## src/rtl/bank_row_tracker_pkg.sv

```systemverilog
// Shared opcode type for the bank row-state tracker.
package bank_row_tracker_pkg;
    typedef enum logic [2:0] {
        OP_ACT  = 3'd0,
        OP_PRE  = 3'd1,
        OP_PREA = 3'd2,
        OP_RD   = 3'd3,
        OP_RDA  = 3'd4,
        OP_WR   = 3'd5,
        OP_WRA  = 3'd6,
        OP_REF  = 3'd7
    } cmd_op_e;
endpackage

```

## src/rtl/bank_cmd_decode.sv

```systemverilog
// Decodes one bus command into per-bank open and close strobes.
// Assumes cmd_bank < NUM_BANKS; an out-of-range index addresses no bank.
module bank_cmd_decode
    import bank_row_tracker_pkg::*;
#(
    parameter int NUM_BANKS = 8,
    parameter int BANK_W    = (NUM_BANKS > 1) ? $clog2(NUM_BANKS) : 1
) (
    input  logic                 cmd_valid,
    input  logic [2:0]           cmd_op,
    input  logic [BANK_W-1:0]    cmd_bank,
    input  logic                 cfg_ref_per_bank,
    output logic [NUM_BANKS-1:0] open_stb,
    output logic [NUM_BANKS-1:0] close_stb
);
    logic [NUM_BANKS-1:0] sel;
    logic act_c, one_close, all_close;

    // Classify the command into open, single close or global close.
    always_comb begin
        act_c     = 1'b0;
        one_close = 1'b0;
        all_close = 1'b0;
        if (cmd_valid) begin
            unique case (cmd_op_e'(cmd_op))
                OP_ACT:  act_c     = 1'b1;
                OP_PRE:  one_close = 1'b1;
                OP_PREA: all_close = 1'b1;
                OP_REF: begin
                    one_close = cfg_ref_per_bank;
                    all_close = !cfg_ref_per_bank;
                end
                default: ;
            endcase
        end
    end

    // One-hot bank select and strobes for each bank.
    for (genvar b = 0; b < NUM_BANKS; b++) begin : g_sel
        assign sel[b]       = (cmd_bank == BANK_W'(b));
        assign open_stb[b]  = act_c & sel[b];
        assign close_stb[b] = all_close | (one_close & sel[b]);
    end
endmodule

```

## src/rtl/bank_state_cell.sv

```systemverilog
// Holds the open flag and stored row for one bank.
// Assumes open and close strobes are never both high.
module bank_state_cell #(
    parameter int ROW_W = 14
) (
    input  logic             clk,
    input  logic             rst_n,
    input  logic             open_stb,
    input  logic             close_stb,
    input  logic [ROW_W-1:0] row_in,
    output logic             is_open,
    output logic [ROW_W-1:0] row_q
);
    // Update the open flag; activate sets it, close clears it.
    always_ff @(posedge clk) begin
        if (!rst_n)         is_open <= 1'b0;
        else if (open_stb)  is_open <= 1'b1;
        else if (close_stb) is_open <= 1'b0;
    end

    // Capture the row only on activate.
    always_ff @(posedge clk) begin
        if (!rst_n)        row_q <= '0;
        else if (open_stb) row_q <= row_in;
    end


    open_sets_chk: assert property (@(posedge clk) disable iff (!rst_n)
        open_stb |=> (is_open && row_q == $past(row_in)));

    close_keeps_row_chk: assert property (@(posedge clk) disable iff (!rst_n)
        (close_stb && !open_stb) |=> (!is_open && $stable(row_q)));

    idle_holds_chk: assert property (@(posedge clk) disable iff (!rst_n)
        (!open_stb && !close_stb) |=> ($stable(is_open) && $stable(row_q)));
endmodule

```

## src/rtl/bank_row_tracker.sv

```systemverilog
// Tracks per-bank row-buffer state from the DRAM command stream.
// Assumes one command per cycle; cfg_ref_per_bank is static between commands.
module bank_row_tracker
    import bank_row_tracker_pkg::*;
#(
    parameter int NUM_BANKS = 8,
    parameter int ROW_W     = 14,
    localparam int BANK_W   = (NUM_BANKS > 1) ? $clog2(NUM_BANKS) : 1
) (
    input  logic                       clk,
    input  logic                       rst_n,
    input  logic                       cfg_ref_per_bank,
    input  logic                       cmd_valid,
    input  logic [2:0]                 cmd_op,
    input  logic [BANK_W-1:0]          cmd_bank,
    input  logic [ROW_W-1:0]           cmd_row,
    output logic [NUM_BANKS-1:0]       bank_open,
    output logic [NUM_BANKS*ROW_W-1:0] bank_row
);
    logic [NUM_BANKS-1:0] open_stb, close_stb;

    bank_cmd_decode #(.NUM_BANKS(NUM_BANKS), .BANK_W(BANK_W)) u_dec (
        .cmd_valid(cmd_valid), .cmd_op(cmd_op), .cmd_bank(cmd_bank),
        .cfg_ref_per_bank(cfg_ref_per_bank),
        .open_stb(open_stb), .close_stb(close_stb)
    );

    for (genvar b = 0; b < NUM_BANKS; b++) begin : g_bank
        bank_state_cell #(.ROW_W(ROW_W)) u_cell (
            .clk(clk), .rst_n(rst_n),
            .open_stb(open_stb[b]), .close_stb(close_stb[b]),
            .row_in(cmd_row),
            .is_open(bank_open[b]),
            .row_q(bank_row[b*ROW_W +: ROW_W])
        );
    end


    prea_closes_all_chk: assert property (@(posedge clk) disable iff (!rst_n)
        (cmd_valid && cmd_op == 3'd2) |=> (bank_open == '0));

    ref_all_closes_chk: assert property (@(posedge clk) disable iff (!rst_n)
        (cmd_valid && cmd_op == 3'd7 && !cfg_ref_per_bank) |=> (bank_open == '0));

    access_no_change_chk: assert property (@(posedge clk) disable iff (!rst_n)
        (cmd_valid && cmd_op inside {3'd3, 3'd4, 3'd5, 3'd6})
        |=> ($stable(bank_open) && $stable(bank_row)));

    pre_single_chk: assert property (@(posedge clk) disable iff (!rst_n)
        (cmd_valid && cmd_op == 3'd1) |=> ($countones($past(bank_open) & ~bank_open) <= 1));

    reset_state_chk: assert property (@(posedge clk)
        !rst_n |=> (bank_open == '0 && bank_row == '0));
endmodule

```

## config.mk

```make
export PLATFORM = sky130hd
export DESIGN_NAME = bank_row_tracker
export DESIGN_NICKNAME = d
export VERILOG_FILES = /design/src/rtl/bank_row_tracker_pkg.sv /design/src/rtl/bank_cmd_decode.sv /design/src/rtl/bank_state_cell.sv /design/src/rtl/bank_row_tracker.sv
export SDC_FILE = /design/constraint.sdc
export NUM_CORES = 1
export LEC_CHECK = 0
export BUFFER_PORTS_ARGS = -buffer_cell sky130_fd_sc_hd__clkbuf_2
export CAP_MARGIN = 20
export CORE_MARGIN = 2
export CORE_UTILIZATION = 51
export CTS_CLUSTER_SIZE = 40
export DETAILED_ROUTE_END_ITERATION = 10
export GPL_ROUTABILITY_DRIVEN = 0
export HOLD_SLACK_MARGIN = 0.1
export PLACE_DENSITY_LB_ADDON = 0.12
export SYNTH_ARGS = -nofsm -noshare
export SYNTH_HDL_FRONTEND = slang
export SYNTH_SLANG_ARGS = --single-unit
```

## constraint.sdc

```tcl
create_clock -name clk -period 2.55 [get_ports clk]
set_clock_uncertainty 0.15 [all_clocks]
set_input_delay 0.51 -clock clk [delete_from_list [all_inputs] [get_ports clk]]
set_output_delay 0.51 -clock clk [all_outputs]
set_load 0.03 [all_outputs]
```

==> flow_summary.json <==
{
  "final_max_slew_viol_count": 0,
  "io_pins": 144,
  "holdPathEnd": "g_bank[7].u_cell.row_q[6]",
  "finalSetupViolCount": 0,
  "ys_top_cells_by_area": "dfxtp_1, mux2i_1, nor2b_1",
  "min_period_ns": 1.742,
  "clkLatencyLatePin_ns": 0.49,
  "yosysTopAreaCellShare_pct": 50.78,
  "viasPerCell": 4.987,
  "hold_path_depth": 3,
  "power_mw": 4.421,
  "clockRootBuffer": "clkbuf_8",
  "via_count": 3491,
  "finalCritPeriodShare_pct": 68.33,
  "drtIter0Drc": 83,
  "hpwl_mm": 7.671,
  "syn_area_per_cell_um2": 10.51,
  "tightest_slew_ns": 0.5791,
  "final_common_cell": "clkbuf_2",
  "hold_ws_ns": 0.2164,
  "peakVddDrop_mv": 0.4667,
  "core-area_um2": 9109,
  "drc": 0,
  "cp_cell_sequence": "clkbuf_2",
  "rsz0062_at_grt": "false",
  "synth_seq_area_share_pct": 50.78,
  "cp-end-kind": "output pin",
  "worst_path_dominant_cell_family": "flip-flops",
  "cp.required_ns": 1.89,
  "initial_core_util_pct": 51.94,
  "final_cell_mix": "clkbuf_2, dfxtp_1, nor2b_1",
  "r2r-start": "g_bank[6].u_cell.is_open",
  "synth_nets": 474,
  "drt_wl_total_mm": 11.03,
  "grt_max_degree": 50,
  "cts.path.max_buffers": 2,
  "port_buffers": 143,
  "max_freq_mhz": 573.9,
  "syn-cell-area_um2": 4731,
  "cellPowerDensity_nw_per_um2": 729.2,
  "final_util_pct": 66.57,
  "cp-start-kind": "flop",
  "cts.htree.levels": 4,
  "reg2regPathDepth": 2,
  "dr.pass1.iters": 4,
  "worstPathArrival_ns": 1.08,
  "hp-start": "cmd_row[6]",
  "cts_buffers": 17,
  "tns_ns": 0,
  "yosysWarnings": 0,
  "postCtsSetupBuffers": 0,
  "post_cts_resize_count": 0,
  "antenna_found_initial": 0,
  "grt.total_usage_pct": 22.88,
  "drive_above_1_share_pct": 31.92,
  "grt_pass1_wl_mm": 17.66,
  "hp-class": "in2reg",
  "leakage_nw": 3.161,
  "pre_cts_ws_ns": 0.3782,
  "die_h_um": 100.3,
  "grt_pass1_vias": 3407,
  "finalHoldViolations": 0,
  "area_delta_synth_final_pct": 28.17,
  "max_stage_delay_ns": 0.36,
  "hold_buffers": 0,
  "syn_inst": 450,
  "die-area_um2": 10060,
  "final_cell_area_um2": 6063,
  "row_count": 35,
  "maxCapViolations": 0,
  "nFillCells": 742,
  "wl_per_cell_um": 15.76,
  "diodes": 0,
  "placed_area_um2": 5470,
  "grt.overflow.total": 0,
  "tritoncts": "built",
  "fin_nets": 602,
  "relSlewSlack_pct": 61.39,
  "critPathBufInv": 1,
  "status": "finished clean",
  "instances_no_fill": 700,
  "ant_nets": 0,
  "clkTransAtPathRegs_ns": 0.05,
  "clkSinkCount": 120,
  "reg2reg_slack_ns": 1.66,
  "crit_cells": 1,
  "crit_path_max_fanout": 2,
  "dp_cells": 670,
  "crit_path_top_delay_cell": "dfxtp_1",
  "die_w_um": 100.3,
  "critPathKind": "reg2out",
  "r2r-end": "g_bank[6].u_cell.is_open",
  "synth.distinct_cells": 22,
  "yosys.area.top_type": "dfxtp_1",
  "ys_seq_elements": 120,
  "worst_slack_ns": 0.8076
}
## where the power goes
| part | internal (mW) | total (mW) | leakage, nW | switching, mW |
|---|---|---|---|---|
| Combinational | 0.0679 | 0.177 | 1.91 | 0.109 |
| Clock | 1.57 | 2.36 | 0.289 | 0.781 |
| Sequential | 1.88 | 1.89 | 0.967 | 0.00419 |
| Total | 3.53 | 4.42 | 3.16 | 0.894 |
## layout make-up
| cell class | instances | area [µm²] | share of cell area, % |
|---|---|---|---|
| clock buffer | 22 | 473.0 | 7.800 |
| clock inverter | 8 | 120.1 | 1.981 |
| multi-input combinational | 283 | 2103 | 34.69 |
| sequential | 120 | 2402 | 39.62 |
| tap | 111 | 138.9 | 2.291 |
| timing repair buffer | 156 | 825.8 | 13.62 |
## Yosys cell counts
cell and number:
or3_4 1, a21boi_0 19, nor2_1 3, nor3_2 2
nor2b_1 101, dfxtp_1 120, nand2_1 32, clkbuf_1 29
buf_4 8, a21boi_1 3, mux2i_1 98, o21ai_1 1
and3_1 1, or3_1 2, buf_6 1, o211ai_1 3
and2_1 1, buf_2 9, and3b_1 1, nand3_1 6
o311ai_0 6, nand2b_1 3
## how the worst max path moves through the flow
| stage | slack [ns] | endpoint | start |
|---|---|---|---|
| floorplan | 0.56 | g_bank[3].u_cell.row_q[10] | cmd_op[0] |
| global placement | 0.42 | g_bank[7].u_cell.row_q[7] | cmd_op[0] |
| detailed placement | 0.38 | g_bank[7].u_cell.row_q[9] | cmd_op[0] |
| CTS | 0.80 | bank_row[45] | g_bank[3].u_cell.row_q[3] |
| global route | 0.77 | bank_row[44] | g_bank[3].u_cell.row_q[2] |
| finish | 0.81 | bank_row[43] | g_bank[3].u_cell.row_q[1] |
## registers in the layout (all words and copies together) (netlist names)
signal / count
g_bank.u_cell.is_open: 8
g_bank.u_cell.row_q: 112
## metal layers
metal	track usage [%]	vias to the layer above	wire, µm
li1	-	1752	-
met1	28.51	1624	4988
met2	37.95	106	5271
met3	6.685	9	651
met4	7.798	0	122
met5	0	-	0
## cells by family (layout without fill, tap and decap cells)
logic type,Yosys count,after routing,synth area share [%]
AND/OR/NAND/NOR,153,153,18.54
multiplexers,98,98,20.74
buffers and inverters,47,186,4.761
AO/OA/AOI/OAI,32,32,5.184
flip-flops,120,120,50.78
Power figures use the tool's default switching activity.
